**src/rtl/gtmr_pkg.sv**
```systemverilog
package gtmr_pkg;
  localparam logic [11:0] OFF_CNT_LO = 12'h100;
  localparam logic [11:0] OFF_CNT_HI = 12'h104;
  localparam logic [11:0] OFF_CNT_WS = 12'h110;
  localparam logic [11:0] OFF_CMP_LO = 12'h200;
  localparam logic [11:0] OFF_CMP_HI = 12'h204;
  localparam logic [11:0] OFF_STEP   = 12'h208;
  localparam logic [11:0] OFF_CTRL   = 12'h240;
  localparam logic [11:0] OFF_ISTAT  = 12'h244;
  localparam logic [11:0] OFF_IEN    = 12'h248;
  localparam logic [11:0] OFF_WS     = 12'h24C;

  localparam int CTRL_RUN_BIT  = 8;
  localparam int CTRL_AUTO_BIT = 1;
  localparam int CTRL_CEN_BIT  = 0;
  localparam int WS_CTRL_BIT   = 16;

  // write strobes from control to datapath
  typedef struct packed {
    logic cntLo;
    logic cntHi;
    logic cmpLo;
    logic cmpHi;
    logic step;
  } dpWrite_t;

  // operating mode bits held in control
  typedef struct packed {
    logic run;
    logic cmpEn;
    logic autoInc;
  } dpMode_t;
endpackage

```
**src/rtl/gtmr_datapath.sv**
```systemverilog
module gtmr_datapath
  import gtmr_pkg::*;
#(
  parameter int DATA_W = 32
) (
  input  logic                  clk,
  input  logic                  rstN,
  input  dpWrite_t              wrStb,
  input  dpMode_t               mode,
  input  logic [DATA_W-1:0]     wdata,
  output logic [2*DATA_W-1:0]   cntVal,
  output logic [2*DATA_W-1:0]   cmpVal,
  output logic [DATA_W-1:0]     stepVal,
  output logic                  matchHit
);
  localparam int CNT_W = 2 * DATA_W;

  logic [CNT_W-1:0] cntQ;
  logic [CNT_W-1:0] cmpQ;
  logic [DATA_W-1:0] stepQ;

  assign matchHit = mode.cmpEn && (cntQ == cmpQ);

  // free-running counter with per-half load
  always_ff @(posedge clk) begin
    if (!rstN) begin
      cntQ <= '0;
    end else if (wrStb.cntLo) begin
      cntQ[DATA_W-1:0] <= wdata;
    end else if (wrStb.cntHi) begin
      cntQ[CNT_W-1:DATA_W] <= wdata;
    end else if (mode.run) begin
      cntQ <= cntQ + CNT_W'(1);
    end
  end

  // compare value, self re-arming on match
  always_ff @(posedge clk) begin
    if (!rstN) begin
      cmpQ <= '0;
    end else if (wrStb.cmpLo) begin
      cmpQ[DATA_W-1:0] <= wdata;
    end else if (wrStb.cmpHi) begin
      cmpQ[CNT_W-1:DATA_W] <= wdata;
    end else if (matchHit && mode.autoInc) begin
      cmpQ <= cmpQ + CNT_W'(stepQ);
    end
  end

  always_ff @(posedge clk) begin
    if (!rstN) stepQ <= '0;
    else if (wrStb.step) stepQ <= wdata;
  end

  assign cntVal  = cntQ;
  assign cmpVal  = cmpQ;
  assign stepVal = stepQ;
endmodule

```
**src/rtl/gtmr_ctrl.sv**
```systemverilog
module gtmr_ctrl
  import gtmr_pkg::*;
#(
  parameter int ADDR_W = 12,
  parameter int DATA_W = 32
) (
  input  logic                  clk,
  input  logic                  rstN,
  input  logic                  regWr,
  input  logic                  regRd,
  input  logic [ADDR_W-1:0]     regAddr,
  input  logic [DATA_W-1:0]     regWdata,
  input  logic [2*DATA_W-1:0]   cntVal,
  input  logic [2*DATA_W-1:0]   cmpVal,
  input  logic [DATA_W-1:0]     stepVal,
  input  logic                  matchHit,
  output dpWrite_t              wrStb,
  output dpMode_t               mode,
  output logic [DATA_W-1:0]     regRdata,
  output logic                  irqOut,
  output logic                  pendFlag,
  output logic                  intEnFlag,
  output logic [1:0]            cntWs,
  output logic [3:0]            cmpWs
);
  localparam int CNT_W = 2 * DATA_W;

  function automatic logic isWr(input logic [11:0] off);
    return regWr && (regAddr == ADDR_W'(off));
  endfunction

  logic ctrlWr, istatWr, ienWr, cntWsWr, gWsWr;
  // delayed strobes: {ctrl, step, cmpHi, cmpLo, cntHi, cntLo}
  logic [5:0] wrDly;
  logic [1:0] cntClr;
  logic [3:0] cmpClr;

  always_comb begin
    wrStb.cntLo = isWr(OFF_CNT_LO);
    wrStb.cntHi = isWr(OFF_CNT_HI);
    wrStb.cmpLo = isWr(OFF_CMP_LO);
    wrStb.cmpHi = isWr(OFF_CMP_HI);
    wrStb.step  = isWr(OFF_STEP);
  end

  assign ctrlWr  = isWr(OFF_CTRL);
  assign istatWr = isWr(OFF_ISTAT);
  assign ienWr   = isWr(OFF_IEN);
  assign cntWsWr = isWr(OFF_CNT_WS);
  assign gWsWr   = isWr(OFF_WS);

  always_ff @(posedge clk) begin
    if (!rstN) begin
      mode <= '0;
    end else if (ctrlWr) begin
      mode.run     <= regWdata[CTRL_RUN_BIT];
      mode.cmpEn   <= regWdata[CTRL_CEN_BIT];
      mode.autoInc <= regWdata[CTRL_AUTO_BIT];
    end
  end

  always_ff @(posedge clk) begin
    if (!rstN) intEnFlag <= 1'b0;
    else if (ienWr) intEnFlag <= regWdata[0];
  end

  // pending flag: a match outranks a clear
  always_ff @(posedge clk) begin
    if (!rstN) pendFlag <= 1'b0;
    else if (matchHit) pendFlag <= 1'b1;
    else if (istatWr && regWdata[0]) pendFlag <= 1'b0;
  end

  assign irqOut = pendFlag & intEnFlag;

  // write confirmation: one register stage, then sticky set
  assign cntClr = cntWsWr ? regWdata[1:0] : 2'b00;
  assign cmpClr = gWsWr ? {regWdata[WS_CTRL_BIT], regWdata[2:0]} : 4'b0000;

  always_ff @(posedge clk) begin
    if (!rstN) begin
      wrDly <= '0;
      cntWs <= '0;
      cmpWs <= '0;
    end else begin
      wrDly <= {ctrlWr, wrStb.step, wrStb.cmpHi, wrStb.cmpLo, wrStb.cntHi, wrStb.cntLo};
      cntWs <= (cntWs & ~cntClr) | wrDly[1:0];
      cmpWs <= (cmpWs & ~cmpClr) | wrDly[5:2];
    end
  end

  always_comb begin
    regRdata = '0;
    if (regRd) begin
      case (regAddr)
        ADDR_W'(OFF_CNT_LO): regRdata = cntVal[DATA_W-1:0];
        ADDR_W'(OFF_CNT_HI): regRdata = cntVal[CNT_W-1:DATA_W];
        ADDR_W'(OFF_CNT_WS): regRdata[1:0] = cntWs;
        ADDR_W'(OFF_CMP_LO): regRdata = cmpVal[DATA_W-1:0];
        ADDR_W'(OFF_CMP_HI): regRdata = cmpVal[CNT_W-1:DATA_W];
        ADDR_W'(OFF_STEP):   regRdata = stepVal;
        ADDR_W'(OFF_CTRL): begin
          regRdata[CTRL_RUN_BIT]  = mode.run;
          regRdata[CTRL_AUTO_BIT] = mode.autoInc;
          regRdata[CTRL_CEN_BIT]  = mode.cmpEn;
        end
        ADDR_W'(OFF_ISTAT):  regRdata[0] = pendFlag;
        ADDR_W'(OFF_IEN):    regRdata[0] = intEnFlag;
        ADDR_W'(OFF_WS): begin
          regRdata[2:0]         = cmpWs[2:0];
          regRdata[WS_CTRL_BIT] = cmpWs[3];
        end
        default: regRdata = '0;
      endcase
    end
  end
endmodule

```
**src/rtl/gtmr_global_timer.sv**
```systemverilog
module gtmr_global_timer
  import gtmr_pkg::*;
#(
  parameter int ADDR_W = 12,
  parameter int DATA_W = 32
) (
  input  logic              clk,
  input  logic              rstN,
  input  logic              regWr,
  input  logic              regRd,
  input  logic [ADDR_W-1:0] regAddr,
  input  logic [DATA_W-1:0] regWdata,
  output logic [DATA_W-1:0] regRdata,
  output logic              irqOut
);
  localparam int CNT_W = 2 * DATA_W;

  dpWrite_t          wrStb;
  dpMode_t           modeBus;
  logic [CNT_W-1:0]  cntVal;
  logic [CNT_W-1:0]  cmpVal;
  logic [DATA_W-1:0] stepVal;
  logic              matchHit;
  logic              pendFlag;
  logic              intEnFlag;
  logic [1:0]        cntWs;
  logic [3:0]        cmpWs;

  gtmr_ctrl #(.ADDR_W(ADDR_W), .DATA_W(DATA_W)) u_ctrl (
    .clk(clk), .rstN(rstN), .regWr(regWr), .regRd(regRd),
    .regAddr(regAddr), .regWdata(regWdata),
    .cntVal(cntVal), .cmpVal(cmpVal), .stepVal(stepVal), .matchHit(matchHit),
    .wrStb(wrStb), .mode(modeBus), .regRdata(regRdata), .irqOut(irqOut),
    .pendFlag(pendFlag), .intEnFlag(intEnFlag), .cntWs(cntWs), .cmpWs(cmpWs)
  );

  gtmr_datapath #(.DATA_W(DATA_W)) u_dp (
    .clk(clk), .rstN(rstN), .wrStb(wrStb), .mode(modeBus), .wdata(regWdata),
    .cntVal(cntVal), .cmpVal(cmpVal), .stepVal(stepVal), .matchHit(matchHit)
  );
endmodule

```
**config.mk**
```make
export PLATFORM = sky130hd
export DESIGN_NAME = gtmr_global_timer
export DESIGN_NICKNAME = d
export VERILOG_FILES = /design/src/rtl/gtmr_pkg.sv /design/src/rtl/gtmr_datapath.sv /design/src/rtl/gtmr_ctrl.sv /design/src/rtl/gtmr_global_timer.sv
export SDC_FILE = /design/constraint.sdc
export NUM_CORES = 1
export LEC_CHECK = 0
export ABC_AREA = 1
export BUFFER_PORTS_ARGS = -buffer_cell sky130_fd_sc_hd__buf_2
export CORE_ASPECT_RATIO = 1.1
export CORE_MARGIN = 5
export CORE_UTILIZATION = 35
export DETAILED_ROUTE_END_ITERATION = 8
export PLACE_DENSITY = 0.54
export SETUP_SLACK_MARGIN = 0.05
export SLEW_MARGIN = 15
export SYNTH_ARGS = -nofsm -noshare
export SYNTH_HDL_FRONTEND = slang
export SYNTH_HIERARCHICAL = 1
export SYNTH_SLANG_ARGS = --single-unit
```
**constraint.sdc**
```tcl
create_clock -name clk -period 6.15 [get_ports clk]
set_clock_uncertainty 0.2 [all_clocks]
set_input_delay 1.845 -clock clk [delete_from_list [all_inputs] [get_ports clk]]
set_output_delay 1.845 -clock clk [all_outputs]
set_load 0.005 [all_outputs]
```
[Yosys cells after proc, flatten, opt, wreduce, memory -nomap -nowiden]
Cells that the tools add are included.
Cells by class
  add/subtract/negate cells: 2
  $mul: 0
  div/mod/pow operators: 0
  $lt $le $gt $ge: 0
  eq/ne operators: 13
  shifts and indexed selects: 0
  muxes and demuxes: 21
  bitwise gates (word level): 9
  reductions and logical operators: 22
Operator list (count)
  $mux W32: 7
  $mux W64: 2
  $eq A12 B10 Y1 const B: 7
  $pmux W15 S5: 1
  $add A64 B1 Y64 const B: 1
  $add A64 B32 Y64: 1
  $eq A64 B64 Y1: 1
  $eq A12 B9 Y1 const B: 3
  $pmux W7 S5: 1
  $pmux W5 S5: 1
  $pmux W1 S6: 3
  $logic_and A1 B1 Y1: 13
  $pmux W1 S10: 1
  $reduce_bool A2 Y1: 5
  $pmux W1 S8: 1
  $reduce_and A2 Y1: 4
  $and A4 B4 Y4: 1
  $mux W4: 1
  $ne A2 B1 Y1 const B: 2
  $not A4 Y4: 1
  $or A4 B4 Y4: 1
  $and A2 B2 Y2: 1
  $mux W1: 2
  $mux W2: 1
  4 further kinds: 5
Word-level totals
  register bits: 177
  bits in latches: 0
  bits in writable memories: 0
  ROM bits: 0
  bits of input ports: 48
  output and inout port bits: 33
  logic and storage cells: 80
  memories kept: 0

[Depth between registers and ports, before layout]
  depth after elaboration: 6
  mapped depth: 16
  gate-level depth less buffers: 16

[Hierarchy]
Netlist, hierarchy kept.
By module, submodules not included
  gtmr_datapath: instances 1, cells an instance 2550, area an instance 14123.5 µm², seq. area each 3203.1 µm²
  gtmr_ctrl: instances 1, cells an instance 494, area an instance 2457.4 µm², seq. area each 340.3 µm²

[Least setup slack after synthesis]
Ideal clock, no wire load.
  path type: input-to-output
  start: input port regAddr[10]
  end: output port regRdata[2]
  data arrival time: 2868 ps
  data required time: 4105 ps
  slack: 1237 ps
  stages on the path: 10
  path buffers: 1
  path through: inv_1 > nand2_1 > nor2_4 > nand2_1 > nor2_4 > buf_4 > nand2_1 > nand2_1 > inv_1 > a21oi_1
Between the ends
  cells in the longest elaborated chain, start to end: 3
  elaborated cells on any way between the ends: 8
  those cells by class: eq/ne: 6; mux: 2
RTL lines
  start, declared: line gtmr_global_timer.sv:11  | input logic [ADDR_W-1:0] regAddr,
  $eq A12 B10 Y1 or $eq A12 B9 Y1 (tied branches): line gtmr_ctrl.sv:95  | case (regAddr)
  $pmux W1 S6 (*): line gtmr_ctrl.sv:95
  $mux W32 (*): line gtmr_ctrl.sv:94  | if (regRd) begin
  end, declared: line gtmr_global_timer.sv:13  | output logic [DATA_W-1:0] regRdata,
Every way passes the cells marked *; elsewhere a longest branch is shown, timed or not.

[Worst setup path after layout]
  start: input port regAddr[10]
  end: output port regRdata[12]
Between the ends
  cells in the longest elaborated chain, start to end: 3
  elaborated cells on any way between the ends: 7
  those cells by class: eq/ne: 5; mux: 2
RTL lines (line)
  $eq A12 B10 Y1 or $eq A12 B9 Y1 (tied branches): gtmr_ctrl.sv:95
  $pmux W7 S5 (*): gtmr_ctrl.sv:95
  $mux W32 (*): gtmr_ctrl.sv:94
Marked as above.

==> results.yml <==
cts:
  cts_tree: "yes"
  hold_buffers: 0
  cts-root-buf: "clkbuf_16"
  htreeDepth: 4
  cts_resized: 0
  clkSlewWorstSetupHoldPaths_ns: 0.08
  cts_sinks: 177
  worstSkewPairLatency_ns: 0.51
  post_cts_buffers: 0
  cts_buffers: 17
  cts_buffer_depth: 2
die:
  die_y_um: 238
  pin_count: 81
  start_util: 0.354
  dieArea_um2: 51800
  fp.coreArea_um2: 46800
  die_x_um: 218
  row_count: 83
power:
  p_int_mw: 1.71
  clkPwrFrac: 0.479
  power_switching_uw: 710
  peakVddDrop_uv: 127
  switching_share: 0.293
  p_comb_frac: 0.048
  seqPwrFrac: 0.473
  leakage_nw: 8.13
  p_per_area_nw_per_um2: 134
yosys:
  seq_area_frac_synth: 0.214
  syn-num-nets: 3126
  ys_ff_latch: 177
  netlist_area_um2: 16600
  synth-edff-count: 0
  avgSynthCellArea_um2: 5.45
  async_flop_share: 0
  yosysUniqueCellTypes: 49
  yosysWarnings: 6
  synth_cells: 3044
  synth_ff_type: "dfxtp_1"
setup_path:
  critPathKind: "in2out"
  worst_setup_path_end_kind: "output port"
  start_kind: "primary input"
  worstPathRequired_ns: 4.11
  cp_data_arrival_time_ns: 3.67
  cp_max_fo: 15
placement:
  dp.cells: 3672
  hpwl_um: 73000
  placed_area_um2: 17500
  gp_congestion: 1.00
  portBuffers: 80
finish:
  final_common_cell: "nand2_1"
  drive_gt1_frac: 0.0743
  multiInputGateArea_um2: 11100
  final_core_util: 0.387
  seqCellArea_um2: 3540
  postLayoutCellArea_um2: 18100
  area_growth_pct: 9.30
  n_antenna_cell: 0
  nFillCells: 5409
  final_nets: 3136
  final_cell_mix: "nand2_1 (1101), inv_1 (355), nor2_1 (330)"
  final_cells: 3704
routing:
  drt_wl_total_um: 93300
  vias: 21000
  drc: 0
  vias_per_cell: 5.66
  drtAntennaViolNets: 0
  wire_per_inst_um: 25.2
  drt-initial-drc-count: 2465
  dr.pass1.iters: 6
run_status:
  status: "finished clean"
timing:
  rsz0062_at_grt: "false"
  fmax_mhz: 175
  period_share: 0.930
  finalSetupViolations: 0
  fin_crit_ns: 5.72
  finalSetupTns_ns: 0
  worst_pin_slew_ns: 1.18
  finalMaxSlewViolations: 0
  hold_viol_final: 0
  slew_headroom: 0.210
  whs_ns: 0.233
global_route:
  first_global_vias: 19100
  grt_overflow_total: 0
  grt_max_degree: 63
  grt_pass1_wl_um: 130000
  grt_antenna_before_repair: 3
  grt_use_total: 0.345
min_path:
  min_path_type: "reg2reg"
run:
  drv_cap: 0
-- worst max-delay path, stage by stage --
cell and delay (ns):
buf_2 0.11, inv_1 0.06, nand2_1 0.13, nor2_4 0.33, nand2_1 0.20, nand4_1 0.15
nand2_2 0.38, nor2_1 0.30, buf_2 0.16
-- cells by family (layout without fill, tap and decap cells) --
kind of cell,Yosys count,count (layout),share of synthesized area
flip-flops,177,177,0.214
AO/OA/AOI/OAI,353,353,0.116
XOR/XNOR,65,65,0.0343
buffers and inverters,487,510,0.117
adder cells (fa/ha/maj),34,34,0.0261
AND/OR/NAND/NOR,1928,1928,0.493
-- layer usage --
metal  up-vias  part of all wire  GRT usage
met5         -                 0          0
met4         0             0.057      0.175
met3       209             0.088     0.0581
met2      1179              0.44      0.548
met1      9848              0.41      0.452
li1       9717                 -          -
-- per-stage QoR --
step / power (mW) / worst slack (ns)
after detailed placement: 1.28 / 0.464
after global routing: 2.49 / 0.313
after floorplan: 1.21 / 1.24
after CTS: 2.44 / 0.460
final: 2.42 / 0.433
after global placement: 1.28 / 0.475
-- sequential cells by signal (all words and copies together) (netlist names) --
name,count
u_ctrl/cntWs,2
u_ctrl/mode,3
u_dp/stepVal,32
u_ctrl/wrDly,6
u_ctrl/cmpWs,4
u_dp/cmpVal,64
u_ctrl/intEnFlag,1
u_dp/cntVal,64
u_ctrl/pendFlag,1
-- power by group through the flow --
stage | registers (mW) | clock network [mW] | logic [mW]
after floorplan | 1.17 | 0 | 0.0346
after detailed placement | 1.17 | 0 | 0.112
after global placement | 1.17 | 0 | 0.112
after global routing | 1.15 | 1.22 | 0.118
after CTS | 1.15 | 1.18 | 0.112
final | 1.15 | 1.16 | 0.117
-- final timing paths --
| kind | start | to | slack, ns | depth (start not counted) |
|---|---|---|---|---|
| hold reg to reg | u_ctrl/wrDly[0]$_SDFF_PN0_ | u_ctrl/cntWs[0]$_SDFF_PN0_ | 0.23 | 2 |
| hold / removal | u_ctrl/wrDly[0]$_SDFF_PN0_ | u_ctrl/cntWs[0]$_SDFF_PN0_ | 0.23 | 2 |
| setup reg to reg | u_dp/cmpVal[46]$_SDFFE_PN0P_ | u_dp/cmpVal[48]$_SDFFE_PN0P_ | 2.41 | 13 |
| setup / recovery | regAddr[10] | regRdata[12] | 0.43 | 9 |
-- synth_stat cells, types with 21 or more instances --
| cell type | instances | area, µm² |
|---|---|---|
| clkbuf_1 | 68 | 255 |
| nand4_1 | 61 | 382 |
| buf_2 | 30 | 150 |
| o211ai_1 | 30 | 225 |
| dfxtp_1 | 177 | 3540 |
| a21oi_1 | 162 | 811 |
| a31oi_1 | 21 | 131 |
| nor3_1 | 52 | 260 |
| nand3_1 | 278 | 1390 |
| or2_2 | 25 | 156 |
| nand2_1 | 1101 | 4130 |
| xnor2_1 | 43 | 377 |
| xor2_1 | 22 | 193 |
| inv_1 | 356 | 1340 |
| ha_1 | 33 | 413 |
| nor2_1 | 335 | 1260 |
| o21ai_0 | 117 | 586 |
-- final cells by class --
type | count | area share
sequential | 177 | 0.196
clock inverter | 15 | 0.00911
timing repair buffer | 113 | 0.0385
tap | 637 | 0.0440
clock buffer | 17 | 0.0235
inverter | 365 | 0.0758
multi-input combinational | 2380 | 0.614
Note: power is estimated with default switching activity, not from simulation.
